$ cat config.mk
export PLATFORM = sky130hd
export DESIGN_NAME = brk_uart_rx
export DESIGN_NICKNAME = d
export VERILOG_FILES = /design/src/rtl/uart_rx_pkg.sv /design/src/rtl/uart_rx_sync.sv /design/src/rtl/uart_rx_framer.sv /design/src/rtl/uart_rx_fifo.sv /design/src/rtl/brk_uart_rx.sv
export SDC_FILE = /design/constraint.sdc
export NUM_CORES = 1
export LEC_CHECK = 0
export ABC_AREA = 1
export BUFFER_PORTS_ARGS = -buffer_cell sky130_fd_sc_hd__buf_2
export CAP_MARGIN = 25
export CORE_ASPECT_RATIO = 0.9
export CORE_MARGIN = 2
export CORE_UTILIZATION = 28
export DETAILED_ROUTE_END_ITERATION = 6
export PLACE_DENSITY = 0.5
export SLEW_MARGIN = 20
export SYNTH_ARGS = -nofsm -noshare
export SYNTH_HDL_FRONTEND = slang
export SYNTH_SLANG_ARGS = --single-unit
$ cat constraint.sdc
create_clock -name clk -period 2.4 [get_ports clk]
set_clock_uncertainty 0.05 [all_clocks]
set_input_delay 0.48 -clock clk [delete_from_list [all_inputs] [get_ports clk]]
set_output_delay 0.48 -clock clk [all_outputs]
set_load 0.02 [all_outputs]
$ cat src/rtl/uart_rx_pkg.sv
package uart_rx_pkg;

    localparam int RX_DW    = 8;
    localparam int MIN_BITS = 5;

    typedef struct packed {
        logic             brk;
        logic             fe;
        logic             pe;
        logic [RX_DW-1:0] data;
    } rx_entry_t;

    typedef enum logic [2:0] {
        S_OFF,
        S_HUNT,
        S_START,
        S_DATA,
        S_PAR,
        S_STOP,
        S_BRKW
    } rx_state_t;

    function automatic logic [3:0] char_bits(input logic [1:0] code);
        return 4'(MIN_BITS) + {2'b00, code};
    endfunction

endpackage

$ cat src/rtl/uart_rx_sync.sv
module uart_rx_sync #(
    parameter int STAGES = 2
) (
    input  logic clk,
    input  logic rst,
    input  logic din,
    output logic dout
);
    logic [STAGES-1:0] q;

    generate
        if (STAGES == 1) begin : g_one
            always_ff @(posedge clk) begin
                if (rst) q <= 1'b1;
                else     q <= din;
            end
        end else begin : g_chain
            always_ff @(posedge clk) begin
                if (rst) q <= '1;
                else     q <= {q[STAGES-2:0], din};
            end
        end
    endgenerate

    assign dout = q[STAGES-1];
endmodule

$ cat src/rtl/uart_rx_framer.sv
module uart_rx_framer
    import uart_rx_pkg::*;
#(
    parameter int OVS = 16
) (
    input  logic       clk,
    input  logic       rst,
    input  logic       tick,
    input  logic       rxd,
    input  logic       go_en,
    input  logic       go_off,
    input  logic [1:0] cfg_len,
    input  logic       cfg_par_en,
    input  logic       cfg_par_odd,
    output logic       char_vld,
    output rx_entry_t  char_ent,
    output logic       brk_start,
    output logic       brk_end,
    output logic       active
);
    localparam int CNT_W = $clog2(OVS);
    localparam int HALF  = OVS / 2;

    rx_state_t        state;
    logic [CNT_W-1:0] cnt;
    logic [3:0]       bitn;
    logic [RX_DW-1:0] shreg;
    logic             par_bit;

    logic [3:0]       nbits;
    logic [RX_DW-1:0] data_al;
    logic             all_zero;
    logic             pe_calc;

    always_comb begin
        nbits    = char_bits(cfg_len);
        data_al  = shreg >> (4'(RX_DW) - nbits);
        all_zero = (shreg == '0) && !par_bit;
        pe_calc  = cfg_par_en & (^data_al ^ par_bit ^ cfg_par_odd);
    end

    always_ff @(posedge clk) begin
        if (rst) begin
            state     <= S_OFF;
            cnt       <= '0;
            bitn      <= '0;
            shreg     <= '0;
            par_bit   <= 1'b0;
            char_vld  <= 1'b0;
            char_ent  <= '0;
            brk_start <= 1'b0;
            brk_end   <= 1'b0;
        end else begin
            char_vld  <= 1'b0;
            brk_start <= 1'b0;
            brk_end   <= 1'b0;
            if (go_off) begin
                state <= S_OFF;
                cnt   <= '0;
            end else if (go_en) begin
                state <= S_HUNT;
                cnt   <= '0;
            end else if (tick) begin
                case (state)
                    S_HUNT: begin
                        if (!rxd) begin
                            state <= S_START;
                            cnt   <= '0;
                        end
                    end
                    S_START: begin
                        // mid start bit, allowing for the synchroniser lag
                        if (cnt == CNT_W'(HALF - 2)) begin
                            cnt <= '0;
                            if (rxd) begin
                                state <= S_HUNT;
                            end else begin
                                state   <= S_DATA;
                                shreg   <= '0;
                                bitn    <= '0;
                                par_bit <= 1'b0;
                            end
                        end else begin
                            cnt <= cnt + 1'b1;
                        end
                    end
                    S_DATA: begin
                        if (cnt == CNT_W'(OVS - 1)) begin
                            cnt   <= '0;
                            shreg <= {rxd, shreg[RX_DW-1:1]};
                            bitn  <= bitn + 4'd1;
                            if (bitn == nbits - 4'd1)
                                state <= cfg_par_en ? S_PAR : S_STOP;
                        end else begin
                            cnt <= cnt + 1'b1;
                        end
                    end
                    S_PAR: begin
                        if (cnt == CNT_W'(OVS - 1)) begin
                            cnt     <= '0;
                            par_bit <= rxd;
                            state   <= S_STOP;
                        end else begin
                            cnt <= cnt + 1'b1;
                        end
                    end
                    S_STOP: begin
                        if (cnt == CNT_W'(OVS - 1)) begin
                            cnt      <= '0;
                            char_vld <= 1'b1;
                            if (!rxd && all_zero) begin
                                char_ent  <= '{brk: 1'b1, fe: 1'b0, pe: 1'b0, data: '0};
                                brk_start <= 1'b1;
                                state     <= S_BRKW;
                            end else begin
                                char_ent <= '{brk: 1'b0, fe: !rxd, pe: pe_calc, data: data_al};
                                state    <= S_HUNT;
                            end
                        end else begin
                            cnt <= cnt + 1'b1;
                        end
                    end
                    S_BRKW: begin
                        if (!rxd) begin
                            cnt <= '0;
                        end else if (cnt == CNT_W'(HALF - 1)) begin
                            cnt     <= '0;
                            brk_end <= 1'b1;
                            state   <= S_HUNT;
                        end else begin
                            cnt <= cnt + 1'b1;
                        end
                    end
                    default: ;
                endcase
            end
        end
    end

    assign active = (state != S_OFF);
endmodule

$ cat src/rtl/uart_rx_fifo.sv
module uart_rx_fifo
    import uart_rx_pkg::*;
#(
    parameter int DEPTH = 8
) (
    input  logic      clk,
    input  logic      rst,
    input  logic      flush,
    input  logic      push,
    input  rx_entry_t din,
    input  logic      pop,
    output rx_entry_t dout,
    output logic      empty,
    output logic      full
);
    localparam int AW = (DEPTH > 1) ? $clog2(DEPTH) : 1;
    localparam int CW = $clog2(DEPTH + 1);

    rx_entry_t     mem [DEPTH];
    logic [AW-1:0] wptr, rptr;
    logic [CW-1:0] count;
    logic          wr_ok, rd_ok;

    function automatic logic [AW-1:0] nxt(input logic [AW-1:0] p);
        return (p == AW'(DEPTH - 1)) ? '0 : p + 1'b1;
    endfunction

    assign wr_ok = push && !full;
    assign rd_ok = pop && !empty;

    always_ff @(posedge clk) begin
        if (wr_ok) mem[wptr] <= din;
    end

    always_ff @(posedge clk) begin
        if (rst || flush) begin
            wptr  <= '0;
            rptr  <= '0;
            count <= '0;
        end else begin
            if (wr_ok) wptr <= nxt(wptr);
            if (rd_ok) rptr <= nxt(rptr);
            case ({wr_ok, rd_ok})
                2'b10:   count <= count + 1'b1;
                2'b01:   count <= count - 1'b1;
                default: ;
            endcase
        end
    end

    assign dout  = mem[rptr];
    assign empty = (count == '0);
    assign full  = (count == CW'(DEPTH));
endmodule

$ cat src/rtl/brk_uart_rx.sv
module brk_uart_rx
    import uart_rx_pkg::*;
#(
    parameter int OVS         = 16,
    parameter int FIFO_DEPTH  = 8,
    parameter int SYNC_STAGES = 2
) (
    input  logic             clk,
    input  logic             rst,
    input  logic             tick,
    input  logic             rxd,
    input  logic [1:0]       cfg_len,
    input  logic             cfg_par_en,
    input  logic             cfg_par_odd,
    input  logic             cmd_rx_en,
    input  logic             cmd_rx_dis,
    input  logic             cmd_rx_reset,
    input  logic             cmd_clr_err,
    input  logic             cmd_clr_brk_chg,
    input  logic             rd_pop,
    output logic             rd_valid,
    output logic [RX_DW-1:0] rd_data,
    output logic             rd_brk,
    output logic             rd_fe,
    output logic             rd_pe,
    output logic             sts_brk,
    output logic             sts_fe,
    output logic             sts_pe,
    output logic             sts_ovr,
    output logic             brk_chg,
    output logic             rx_active
);
    logic      rxd_s;
    logic      char_vld, brk_start, brk_end;
    rx_entry_t char_ent, head;
    logic      fifo_empty, fifo_full;
    logic      push, clr_sts;

    uart_rx_sync #(.STAGES(SYNC_STAGES)) u_sync (
        .clk  (clk),
        .rst  (rst),
        .din  (rxd),
        .dout (rxd_s)
    );

    uart_rx_framer #(.OVS(OVS)) u_framer (
        .clk         (clk),
        .rst         (rst),
        .tick        (tick),
        .rxd         (rxd_s),
        .go_en       (cmd_rx_en),
        .go_off      (cmd_rx_dis || cmd_rx_reset),
        .cfg_len     (cfg_len),
        .cfg_par_en  (cfg_par_en),
        .cfg_par_odd (cfg_par_odd),
        .char_vld    (char_vld),
        .char_ent    (char_ent),
        .brk_start   (brk_start),
        .brk_end     (brk_end),
        .active      (rx_active)
    );

    assign push = char_vld && !fifo_full;

    uart_rx_fifo #(.DEPTH(FIFO_DEPTH)) u_fifo (
        .clk   (clk),
        .rst   (rst),
        .flush (cmd_rx_reset),
        .push  (push),
        .din   (char_ent),
        .pop   (rd_pop),
        .dout  (head),
        .empty (fifo_empty),
        .full  (fifo_full)
    );

    assign clr_sts = cmd_clr_err || cmd_rx_reset;

    always_ff @(posedge clk) begin
        if (rst || clr_sts) begin
            sts_brk <= 1'b0;
            sts_fe  <= 1'b0;
            sts_pe  <= 1'b0;
            sts_ovr <= 1'b0;
        end else if (char_vld) begin
            if (char_ent.brk) sts_brk <= 1'b1;
            if (char_ent.fe)  sts_fe  <= 1'b1;
            if (char_ent.pe)  sts_pe  <= 1'b1;
            if (fifo_full)    sts_ovr <= 1'b1;
        end
    end

    always_ff @(posedge clk) begin
        if (rst || cmd_clr_brk_chg) brk_chg <= 1'b0;
        else if (brk_start || brk_end) brk_chg <= 1'b1;
    end

    assign rd_valid = !fifo_empty;
    assign rd_data  = head.data;
    assign rd_brk   = head.brk;
    assign rd_fe    = head.fe;
    assign rd_pe    = head.pe;
endmodule

# ---- Yosys cells after proc, flatten, opt, wreduce, memory -nomap -nowiden
# Memories as Yosys holds them, arrays and structs flattened. A register that Yosys moved wholly into a read port is not among the register bits.
# Index checks and enable logic that the tools add are counted.
dict set report totals {
  reg_bits 51
  latchBits 0
  ram_bits 88
  romBits 0
  inputBits 14
  wordCells 159
  mem_count 1
}
# name depth word_bits rd rd_clocked_by_memory_dff write_ports line
set mem_list {}
lappend mem_list {u_fifo.mem 8 11 1 1 1 uart_rx_fifo.sv:19} ;# rx_entry_t mem [DEPTH];
dict set report classes {
  add_sub_neg 9
  multipliers 0
  n_div 0
  n_lt_le_gt_ge 0
  eq_ne 32
  n_shift 1
  mux 42
  bitwise_logic 10
  n_reduce_logical 42
}
# cell n
set op_table {}
lappend op_table {{$mux W3} 13}
lappend op_table {{$mux W4} 7}
lappend op_table {{$mux W8} 3}
lappend op_table {{$reduce_and A10 Y1} 2}
lappend op_table {{$ne A3 B2 Y1 const B} 6}
lappend op_table {{$pmux W3 S6} 1}
lappend op_table {{$pmux W4 S2} 2}
lappend op_table {{$pmux W4 S4} 1}
lappend op_table {{$pmux W8 S2} 1}
lappend op_table {{$eq A3 B3 Y1 const B} 5}
lappend op_table {{$reduce_and A7 Y1} 2}
lappend op_table {{$add A4 B1 Y4 const B} 3}
lappend op_table {{$ne A2 B1 Y1 const B} 6}
lappend op_table {{$reduce_or A6 Y1} 2}
lappend op_table {{$mux W1} 11}
lappend op_table {{$mux W11} 1}
lappend op_table {{$eq A4 B3 Y1 const B} 2}
lappend op_table {{$eq A4 B4 Y1 const B} 2}
lappend op_table {{$logic_not A8 Y1} 1}
lappend op_table {{$reduce_and A2 Y1} 4}
lappend op_table {{$reduce_bool A2 Y1} 4}
lappend op_table {{$reduce_xor A8 Y1} 1}
lappend op_table {{$shr A8 B4 Y8} 1}
lappend op_table {{$sub A4 B1 Y4 const B} 2}
lappend op_table {{28 further kinds} 53}

# ---- Depth between registers and ports, before layout
# Gate-level depths: netlist of the first run.
dict set report depth {
  word_depth 8
  depth_mapped 17
  mapped_depth_nobuf 16
}

# ---- Cells and area by module
# Synthesis of the first run repeated with hierarchy kept, for this count alone.
dict set report hier_totals {
  hier_cells 700
  hier_area_um2 6630.1
}
# module instances cells_per_inst area_per_inst_um2
set modules_own_cells {}
lappend modules_own_cells {uart_rx_fifo 1 344 4166.5}
lappend modules_own_cells {uart_rx_framer 1 324 2220.9}
lappend modules_own_cells {brk_uart_rx 1 25 183.9}
lappend modules_own_cells {uart_rx_sync 1 7 58.8}

# ---- Least setup slack after synthesis of the first run
# Ideal clock, no wire load.
dict set report synth_path {
  path_kind {register to register}
  from {reg u_fifo.count[0]}
  to {reg u_fifo.count[3]}
  setup_time_ns 0.119
  arrival_ns 2.164
  path_slack_ns 0.067
  path_stages_with_launch 15
  path_buffers 0
  path_cell_list {dfxtp_1 > nor2_1 > nand3_1 > nand2_1 > inv_1 > ha_1 > ha_1 > nand2_1 > nor2_1 > a211oi_1 > nor2_1 > nor2_1 > nand2_1 > o21ai_0 > a21oi_1}
}
dict set report synth_between {
  elab_cells_between_ends 13
  classes_between {add/sub (2); eq/ne (3); mux (1); reduce/logical (7)}
}
# element line
set synth_lines {}
lappend synth_lines {{start: declaration} uart_rx_fifo.sv:21} ;# logic [CW-1:0] count;
lappend synth_lines {{start signal: assignment} uart_rx_fifo.sv:44} ;# 2'b10: count <= count + 1'b1;
lappend synth_lines {{start signal: assignment} uart_rx_fifo.sv:45} ;# 2'b01: count <= count - 1'b1;
lappend synth_lines {{$logic_not A4 Y1 *} uart_rx_fifo.sv:52} ;# assign empty = (count == '0);
lappend synth_lines {{$logic_not A1 Y1 *} --}
lappend synth_lines {{named net rd_valid} brk_uart_rx.sv:21} ;# output logic rd_valid,
lappend synth_lines {{$logic_and A1 B1 Y1 *} uart_rx_fifo.sv:29} ;# assign rd_ok = pop && !empty;
lappend synth_lines {{$eq A2 B1 Y1 or $eq A2 B2 Y1 (tied branches)} uart_rx_fifo.sv:43} ;# case ({wr_ok, rd_ok})
lappend synth_lines {{$pmux W4 S2 or $reduce_bool A2 Y1 (tied branches)} --}
# The timed path passes the listed nets; every way through them passes the cells marked *.
# A chain may end at the register's enable or synchronous reset.

==> results of run 1 <==
## layout make-up
class,instances,area [um2],share of cell area
Sequential cell,142,3731,0.4697
Multi-Input combinational cell,487,2537,0.3194
Inverter,58,230.2,0.02898
Clock inverter,14,156.4,0.01969
Timing Repair Buffer,61,485.5,0.06111
Clock buffer,17,425.4,0.05355
Tap cell,302,377.9,0.04757
## worst max-delay path, delay by kind of cell, from the launching register on
family                 cells  cell delay, ns
buffers and inverters      2            0.38
DFF                        1            0.39
AOI/OAI and AO/OA          3            0.48
and+or+nand+nor            1            0.08
## report_power, final
part / leakage [nW] / total (mW) / switching, mW / internal (mW)
clock network: 0.281 / 2.64 / 1.10 / 1.55
registers: 1.04 / 2.56 / 0.00239 / 2.56
logic: 1.58 / 0.201 / 0.131 / 0.0697
total: 2.91 / 5.40 / 1.23 / 4.18
## flip-flops by register name (all words and copies together), names as in the netlist, named ones only
register and cells:
u_fifo.rptr 3, u_framer.state 3, u_framer.cnt 4, u_sync.q 2, u_framer.char_vld 1, u_fifo.mem 88, u_framer.brk_end 1, sts_fe 1
sts_pe 1, u_framer.shreg 8, sts_brk 1, u_framer.char_ent 11, brk_chg 1, sts_ovr 1, u_framer.par_bit 1, u_framer.bitn 4
u_fifo.wptr 3, u_fifo.count 4, u_framer.brk_start 1
## stage by stage
step	hold WS, ns	instance area (um2)	power [mW]	setup slack [ns]	utilization
final	0.1818	7944	5.405	0.1265	0.3413
after global routing	0.1778	7944	5.592	-0.01773	0.3413
after CTS	0.1700	7789	5.460	-0.005128	0.3346
after detailed placement	0.3433	7186	2.820	0.07460	0.3087
after global placement	0.3412	7186	2.819	0.1238	0.3087
after floorplan	0.3395	6611	2.770	0.06698	-
## worst max-delay path by stage
stage	from	to	cells past startpoint
2_1_floorplan	u_fifo.count[0]	u_fifo.count[3]	14
3_3_place_gp	u_fifo.count[0]	u_fifo.count[3]	14
3_5_place_dp	u_fifo.count[0]	u_fifo.count[3]	14
4_1_cts	flip-flop	rd_data[0]	6
5_1_grt	flip-flop	rd_pe	7
6_report	flip-flop	rd_data[7]	6
## layout by cell type (no fill, tap or decap), types with 4 or more instances in the layout
master / netlist / routed
dfxtp_1: 54 / 52
nand3_1: 29 / 29
buf_2: 1 / 26
o21ai_0: 50 / 50
nand2_2: 17 / 17
buf_12: 2 / 4
inv_6: 0 / 6
clkbuf_16: 0 / 19
a31oi_1: 12 / 11
inv_1: 48 / 47
nor2_1: 122 / 121
ha_1: 12 / 10
nand2_4: 6 / 6
a211oi_2: 7 / 8
nand4_1: 5 / 5
nand2_1: 134 / 134
inv_2: 9 / 8
o21ai_1: 9 / 9
o22ai_1: 12 / 12
nor3_1: 8 / 8
nand3_2: 5 / 5
a21oi_1: 29 / 29
buf_4: 0 / 27
edfxtp_1: 88 / 88
## metal layers
| metal | global-route usage | wire length (um) | vias to the layer above | share of wire |
|---|---|---|---|---|
| met1 | 0.1639 | 7319 | 2289 | 0.48 |
| met5 | 0 | 0 | - | 0 |
| met2 | 0.2127 | 7296 | 72 | 0.48 |
| met3 | 0.02989 | 544 | 14 | 0.035 |
| li1 | - | - | 2515 | - |
| met4 | 0.04739 | 165 | 0 | 0.011 |
## cell families (layout without fill, tap and decap cells)
group	Yosys count	count (layout)	synth area share
simple gates	339	339	0.2284
flops	142	142	0.5632
compound gates	129	129	0.1151
buf+inv	82	150	0.05734
fa+ha+maj	13	13	0.02574
xor+xnor	6	6	0.01022
## repair_timing
item | 4_1_cts | 5_1_grt
endpoints found under the setup margin | 7 | 11
gates cloned | 0 | 2
setup buffers | 0 | 2
gates resized for setup | 6 | 22
pin swaps | 0 | 1
hold buffers | 0 | 0
hold endpoints to repair | 0 | 0
==> run metrics, run 1 <==
Final ANT Viol Nets=0; post-synthesis sequential area ratio=0.5632; Core ar.=23280 um2; WP data required=1.87 ns; Residual DRC=0; unique cell type count in the Yosys netlist=44; top cell type's share of synthesized area=0.3997; FMAX=439.8 MHz; Layout Cells excl Fill=1081; Clock Latency Late Sink=0.43 ns; maximum root-to-sink buffer count=2; number of max-cap violations=0; Antenna diodes=0; first-pass GRT wire length=24.89 mm; worst-path fanout max=22; Clock Sinks=142; sequence of cells on the critical path=buf_6, o21ai_0, o22ai_1, nor2_1, a31oi_1, buf_4; chip height=149.8 um; die extent in x=166.0 um; RR Endpoint=u_fifo.count[3]; all-layer global routing usage=0.1281; WHS Path Cells=2; CTS H-tree depth=4; max-slew violations=0; Top-Level Pins=32; Initial Utilization=0.2840; Setup crit start kind=flip-flop; dpl cells=1046; share of cells above drive strength 1=0.2015; Via Count=4890; hold path start=rxd; input/output buffers=31; count leader, synth=nand2_1; Final Critical Period=2.274 ns; Crit-path slowest cell=dfxtp_4; critical path class=reg -> out; CTS tree=built; worst vdd ir=0.3575 mV; Remaining Overflow, GRT=0; Yosys warning total=0; FF-to-FF Start=u_fifo.count[0]; die area=24860 um2; PwrDens=680.4 nW/um2; initial antenna violation count=0; leak pwr=2.907 nW; clock slew seen by the registers of the worst setup and hold paths=0.06 ns; Reg2Reg Depth=14; Core Rows=53; 1st-iter DRT viols=321; R2R Setup Slk=0.24 ns; CTS Root Cell=clkbuf_16; Num CTS Buffers=17; drt pass-1 iters=5; Hold Vio Cnt, Final=0; synthesized area=6611 um2; syn_nets=738; total routed wirelength=15.33 mm; top cell type by total area after synthesis=edfxtp_1; Cells after Synth=711; Synth top cells by count=nand2_1 (134), nor2_1 (122), edfxtp_1 (88), dfxtp_1 (54), o21ai_0 (50); Yosys reg bits=142; Slew headroom=0.7078; via-per-instance ratio=4.524; largest net degree at the start of global routing=25; Area contributors post-synth=edfxtp_1 (40%), dfxtp_1 (16%), nand2_1 (7.6%); Detail Placement HPWL=10.47 mm; Tcrit/Tclk final=0.9473; GP Congestion=0.8130; Mapped Avg Cell Area=9.299 um2; Post-synth ARST share=0; CP peak stage delay=0.39 ns; crit path capture type=primary output; Synth Flop Type=edfxtp_1; Min-Delay Endpoint=u_sync.q[0]; WP data arrival=1.74 ns; Area Growth Syn to Fin=20.16%; Avg WL per Cell=14.18 um; Setup-failing EPs final=0; Post-synth EDFFs=88; Worst-Margin Slew=0.4378 ns; Final Net Count=794; RSZ-0062 raised after global routing=true; status=finished, final reports clean; filler cell count=2335; Hold Path Class=in -> reg; Final TNS setup=0 ns; vias in the first global route=4715
(Power assumes the default switching activity.)
==> run 2: changes to the inputs <==
--- a/config.mk
+++ b/config.mk
@@ -8,3 +8,2 @@
 export ABC_AREA = 1
-export BUFFER_PORTS_ARGS = -buffer_cell sky130_fd_sc_hd__buf_2
 export CAP_MARGIN = 25
@@ -14,3 +13,4 @@
 export DETAILED_ROUTE_END_ITERATION = 6
-export PLACE_DENSITY = 0.5
+export DONT_BUFFER_PORTS = 1
+export PLACE_DENSITY = 0.48
 export SLEW_MARGIN = 20
==> constraint.sdc (replaced) <==
create_clock -name clk -period 2.78 [get_ports clk]
set_clock_uncertainty 0.05 [all_clocks]
set_input_delay 0.139 -clock clk [delete_from_list [all_inputs] [get_ports clk]]
set_output_delay 0.139 -clock clk [all_outputs]
set_load 0.02 [all_outputs]
==> run metrics, run 2 (same netlist as run 1, synthesis figures left out) <==
status=finished, final reports clean; number of max-cap violations=0; WP data arrival=2.66 ns; Core Rows=53; worst-path fanout max=5; Avg WL per Cell=14.23 um; max-slew violations=0; Clock Latency Late Sink=0.42 ns; fin util=0.3277; worst vdd ir=0.2972 mV; Via Count=4767; Antenna diodes=0; CTS Root Cell=clkbuf_16; max reg flops=88; Hold-fix buffers, CTS=10; CTS H-tree depth=4; Placed Area=6970 um2; first-pass GRT wire length=23.92 mm; Num CTS Buffers=17; Residual DRC=0; Final TNS setup=0 ns; all-layer global routing usage=0.1252; input/output buffers=0; Slew headroom=0.4477; WHS Path Cells=3; Setup crit start kind=flip-flop; filler cell count=2410; Tcrit/Tclk final=0.8623; FF-to-FF Start=u_fifo.count[0]; chip height=149.8 um; post-CTS sizing=0; post-route cell area=7629 um2; drt pass-1 iters=4; crit path capture type=flip-flop; CTS tree=built; sequence of cells on the critical path=nor2_1, nand3_1, nand2_1, inv_1, ha_1, ha_1, nand2_1, nor2_1, a211oi_1, nor2_1, nor2_1, nand2_1, o21ai_0, a21oi_1; die extent in x=166.0 um; Min-Delay Endpoint=u_framer.cnt[1]; Final ANT Viol Nets=0; total routed wirelength=14.93 mm; die area=24860 um2; RSZ-0062 raised after global routing=false; vias in the first global route=4461; most frequent CP cell=nor2_1; Setup-failing EPs final=0; Final Net Count=761; Core ar.=23280 um2; Hold Vio Cnt, Final=0; Area Growth Syn to Fin=15.39%; Worst-Margin Slew=0.8258 ns; leak pwr=2.711 nW; commonest non-fill, non-tap cells in the layout=nand2_1 (134), nor2_1 (122), edfxtp_1 (88); Detail Placement HPWL=9.894 mm; Remaining Overflow, GRT=0; Hold Path Class=in -> reg; share of cells above drive strength 1=0.1419; Layout Cells excl Fill=1049; Most flops, register=u_fifo.mem; FMAX=417.2 MHz; CP peak stage delay=0.35 ns; largest net degree at the start of global routing=35; Crit-path slowest cell=ha_1; Post-CTS Setup Bufs=0; critical path class=reg -> reg; clock slew seen by the registers of the worst setup and hold paths=0.07 ns; via-per-instance ratio=4.544; GP Congestion=0.7774; Initial Utilization=0.2840; PwrDens=593.0 nW/um2; RR Endpoint=u_fifo.count[3]; Final Critical Period=2.397 ns; WP data required=3.04 ns; R2R Setup Slk=0.38 ns; Top-Level Pins=32; initial antenna violation count=0; Largest regs=u_fifo.mem: 88 flops, u_framer.char_ent: 11 flops, u_framer.shreg: 8 flops; Clock Sinks=142; commonest non-fill, non-tap cell in the layout=nand2_1; maximum root-to-sink buffer count=2; hold path start=cmd_rx_en; Reg2Reg Depth=14; dpl cells=1007; 1st-iter DRT viols=328
## run 2: cell types whose count changed in the layout (fill, tap and decap cells not counted), sizes merged
cell	change
buf	-41
dlygate4sd3	+10
clkinvlp	+3
bufinv	-2
clkbuf	-2
## run 2: final cells by class
| cell class | count | area, um2 | share of cell area |
|---|---|---|---|
| Clock buffer | 17 | 425.4 | 0.05577 |
| Clock inverter | 15 | 132.6 | 0.01739 |
| Inverter | 58 | 225.2 | 0.02952 |
| Multi-Input combinational cell | 487 | 2509 | 0.3289 |
| Sequential cell | 142 | 3724 | 0.4881 |
| Tap cell | 302 | 377.9 | 0.04953 |
| Timing Repair Buffer | 28 | 235.2 | 0.03083 |
## run 2: worst max-delay path by stage
stage | from | endpoint | depth (start not counted)
6_report | u_fifo.count[0] | u_fifo.count[3] | 14
3_5_place_dp | u_fifo.count[0] | u_fifo.count[3] | 14
4_1_cts | flip-flop | rd_pe | 5
3_3_place_gp | u_fifo.count[0] | u_fifo.count[3] | 14
5_1_grt | u_fifo.count[0] | u_fifo.count[3] | 14
2_1_floorplan | u_fifo.count[0] | u_fifo.count[3] | 14
## run 2: report_power, final
part           internal (mW)  switching [mW]
sequential              2.21         0.00215
clock                   1.17           0.976
combinational         0.0565           0.104
## run 2: per-layer routing
layer	global-route usage	up-vias	wire length, um
li1	-	2456	-
met1	0.1562	2246	7115
met2	0.2174	55	7342
met3	0.02618	10	359
met4	0.04174	0	114
met5	0	-	0
## run 2: critical path: cells and delay by family (launching register included)
family,cells,cell delay [ns]
buffers and inverters,1,0.10
AND/OR/NAND/NOR,8,0.77
AO/OA/AOI/OAI,3,0.45
flip-flops,1,0.33
adder cells (fa/ha/maj),2,0.60
## run 2: per-stage QoR
step / hold slack [ns] / setup WS [ns] / total power, mW
floorplan: 0.1658 / 0.4470 / 2.392
global placement: 0.1589 / 0.4392 / 2.406
detailed placement: 0.1595 / 0.3997 / 2.407
CTS: 0.01043 / 0.3335 / 4.576
global route: 0.03881 / 0.1917 / 4.685
finish: 0.03060 / 0.3828 / 4.524
==> run 3: changes to the inputs <==
CORE_ASPECT_RATIO = 1.75   (was 0.9)
==> run metrics, run 3 (same netlist as run 1, synthesis figures left out) <==
status=finished, final reports clean; worst hold slack=0.02120 ns; CP peak stage delay=0.35 ns; multi-input logic area=2509 um2; Crit-path slowest cell=ha_1; max-slew violations=0; total routed wirelength=16.28 mm; Final TNS setup=0 ns; commonest non-fill, non-tap cell in the layout=nand2_1; Initial Utilization=0.2845; Final Critical Period=2.395 ns; max reg flops=88; Avg WL per Cell=15.48 um; Layout Cells excl Fill=1052; leak pwr=2.739 nW; most frequent CP cell=nor2_1; Most flops, register=u_fifo.mem; clock slew seen by the registers of the worst setup and hold paths=0.06 ns; Largest regs=u_fifo.mem: 88 flops, u_framer.char_ent: 11 flops, u_framer.shreg: 8 flops; worst vdd ir=0.2407 mV; Metal-1 WL=5.642 mm; Post-Place Setup Slack=0.4078 ns; Hold Path Class=in -> reg; FMAX=417.5 MHz; Slew headroom=0.4510; all-layer global routing usage=0.1395; CTS H-tree depth=4; die extent in x=120.2 um; WP data arrival=2.65 ns; chip height=207.3 um; initial antenna violation count=0; Num CTS Buffers=17; Residual DRC=0; Final WS setup=0.3846 ns; Hold Vio Cnt, Final=0; Setup crit start kind=flip-flop; Tcrit/Tclk final=0.8617; Crit path buffers/inverters=1; CTS tree=built; CTS Root Cell=clkbuf_16; filler cell count=2356; post-CTS sizing=0; sequence of cells on the critical path=nor2_1, nand3_1, nand2_1, inv_1, ha_1, ha_1, nand2_1, nor2_1, a211oi_1, nor2_1, nor2_1, nand2_1, o21ai_0, a21oi_1; WP data required=3.04 ns; Placed Area=6985 um2; worst-path fanout max=5; Setup-failing EPs final=0; metal2 WL=9.946 mm; first-pass GRT wire length=26.32 mm; Area Growth Syn to Fin=16.31%; vias in the first global route=4883; via-per-instance ratio=4.541; dpl cells=1009; drt pass-1 iters=4; Clock Sinks=142; Via Count=4777; Core ar.=23240 um2; Remaining Overflow, GRT=0; crit path capture type=flip-flop; cell family with most CP delay=simple AND/OR/NAND/NOR gates; post-route cell area=7690 um2; share of cells above drive strength 1=0.1404; number of max-cap violations=0; RSZ-0062 raised after global routing=false; die area=24910 um2; FF/Latch Area=3724 um2; Worst-Margin Slew=0.8208 ns; Clock Latency Late Sink=0.42 ns; highest routed layer=met4; commonest non-fill, non-tap cells in the layout=nand2_1 (134), nor2_1 (122), edfxtp_1 (88); Final Net Count=762; 1st-iter DRT viols=172; Core Rows=74; GP Congestion=0.7670; met3 wire length=341 um; PwrDens=609.7 nW/um2; maximum root-to-sink buffer count=2; Antenna diodes=0; critical path class=reg -> reg; input/output buffers=0; Top-Level Pins=32; Detail Placement HPWL=11.62 mm; largest net degree at the start of global routing=45; Final ANT Viol Nets=0
-- run 3: changes by cell type in the layout (fill, tap and decap cells not counted) --
| cell | previous run | this run |
|---|---|---|
| inv_8 | 5 | 1 |
| buf_12 | 0 | 1 |
| clkinv_8 | 1 | 0 |
| clkbuf_1 | 0 | 2 |
| bufinv_16 | 0 | 3 |
| clkinvlp_4 | 5 | 3 |
| clkinv_4 | 0 | 2 |
-- run 3: metrics by stage --
step             util  power (mW)
6_report       0.3309       4.688
3_3_place_gp   0.3006       2.407
5_1_grt        0.3309       4.841
4_1_cts        0.3306       4.749
2_1_floorplan       -       2.392
3_5_place_dp   0.3006       2.408
-- run 3: area by class of cell --
type	instances	share of cell area
flip-flops and latches	142	0.4842
multi-input cells	487	0.3262
clock buffers	19	0.05630
well taps	304	0.04946
repair buffers	29	0.03319
inverters	58	0.02929
clock inverters	13	0.02131
-- run 3: worst paths after layout --
path / depth (start not counted) / slack, ns / end / start
setup / recovery: 14 / 0.38 / u_fifo.count[3] / u_fifo.count[0]
hold / removal: 3 / 0.02 / u_framer.state[2] / cmd_rx_en
setup reg to reg: 14 / 0.38 / u_fifo.count[3] / u_fifo.count[0]
hold reg to reg: 1 / 0.37 / u_sync.q[1] / u_sync.q[0]
-- run 3: report_power, final --
part           leakage [nW]  internal [mW]  total, mW  switching [mW]
clock network         0.280           1.42       2.31           0.895
registers              1.04           2.21       2.21         0.00237
logic                  1.42         0.0566      0.163           0.106
-- run 3: routing by layer --
layer | track usage | vias up
met4 | 0.06247 | 0
met5 | 0 | -
met1 | 0.1245 | 2253
li1 | - | 2455
met2 | 0.2864 | 48
met3 | 0.02830 | 21
-- run 3: worst register-to-register path: stages (launching register included) --
cell and delay (ns):
dfxtp_1 0.33, nor2_1 0.19, nand3_1 0.12, nand2_1 0.12, inv_1 0.10, ha_1 0.25
ha_1 0.35, nand2_1 0.07, nor2_1 0.04, a211oi_1 0.24, nor2_1 0.07, nor2_1 0.08
nand2_1 0.07, o21ai_0 0.15, a21oi_1 0.06
-- run 3: what timing repair did --
item | in CTS | in global routing
setup endpoints to repair | 0 | 0
endpoints found under the hold margin | 36 | 0
hold buffers | 10 | 0
buffers inserted | 0 | 0
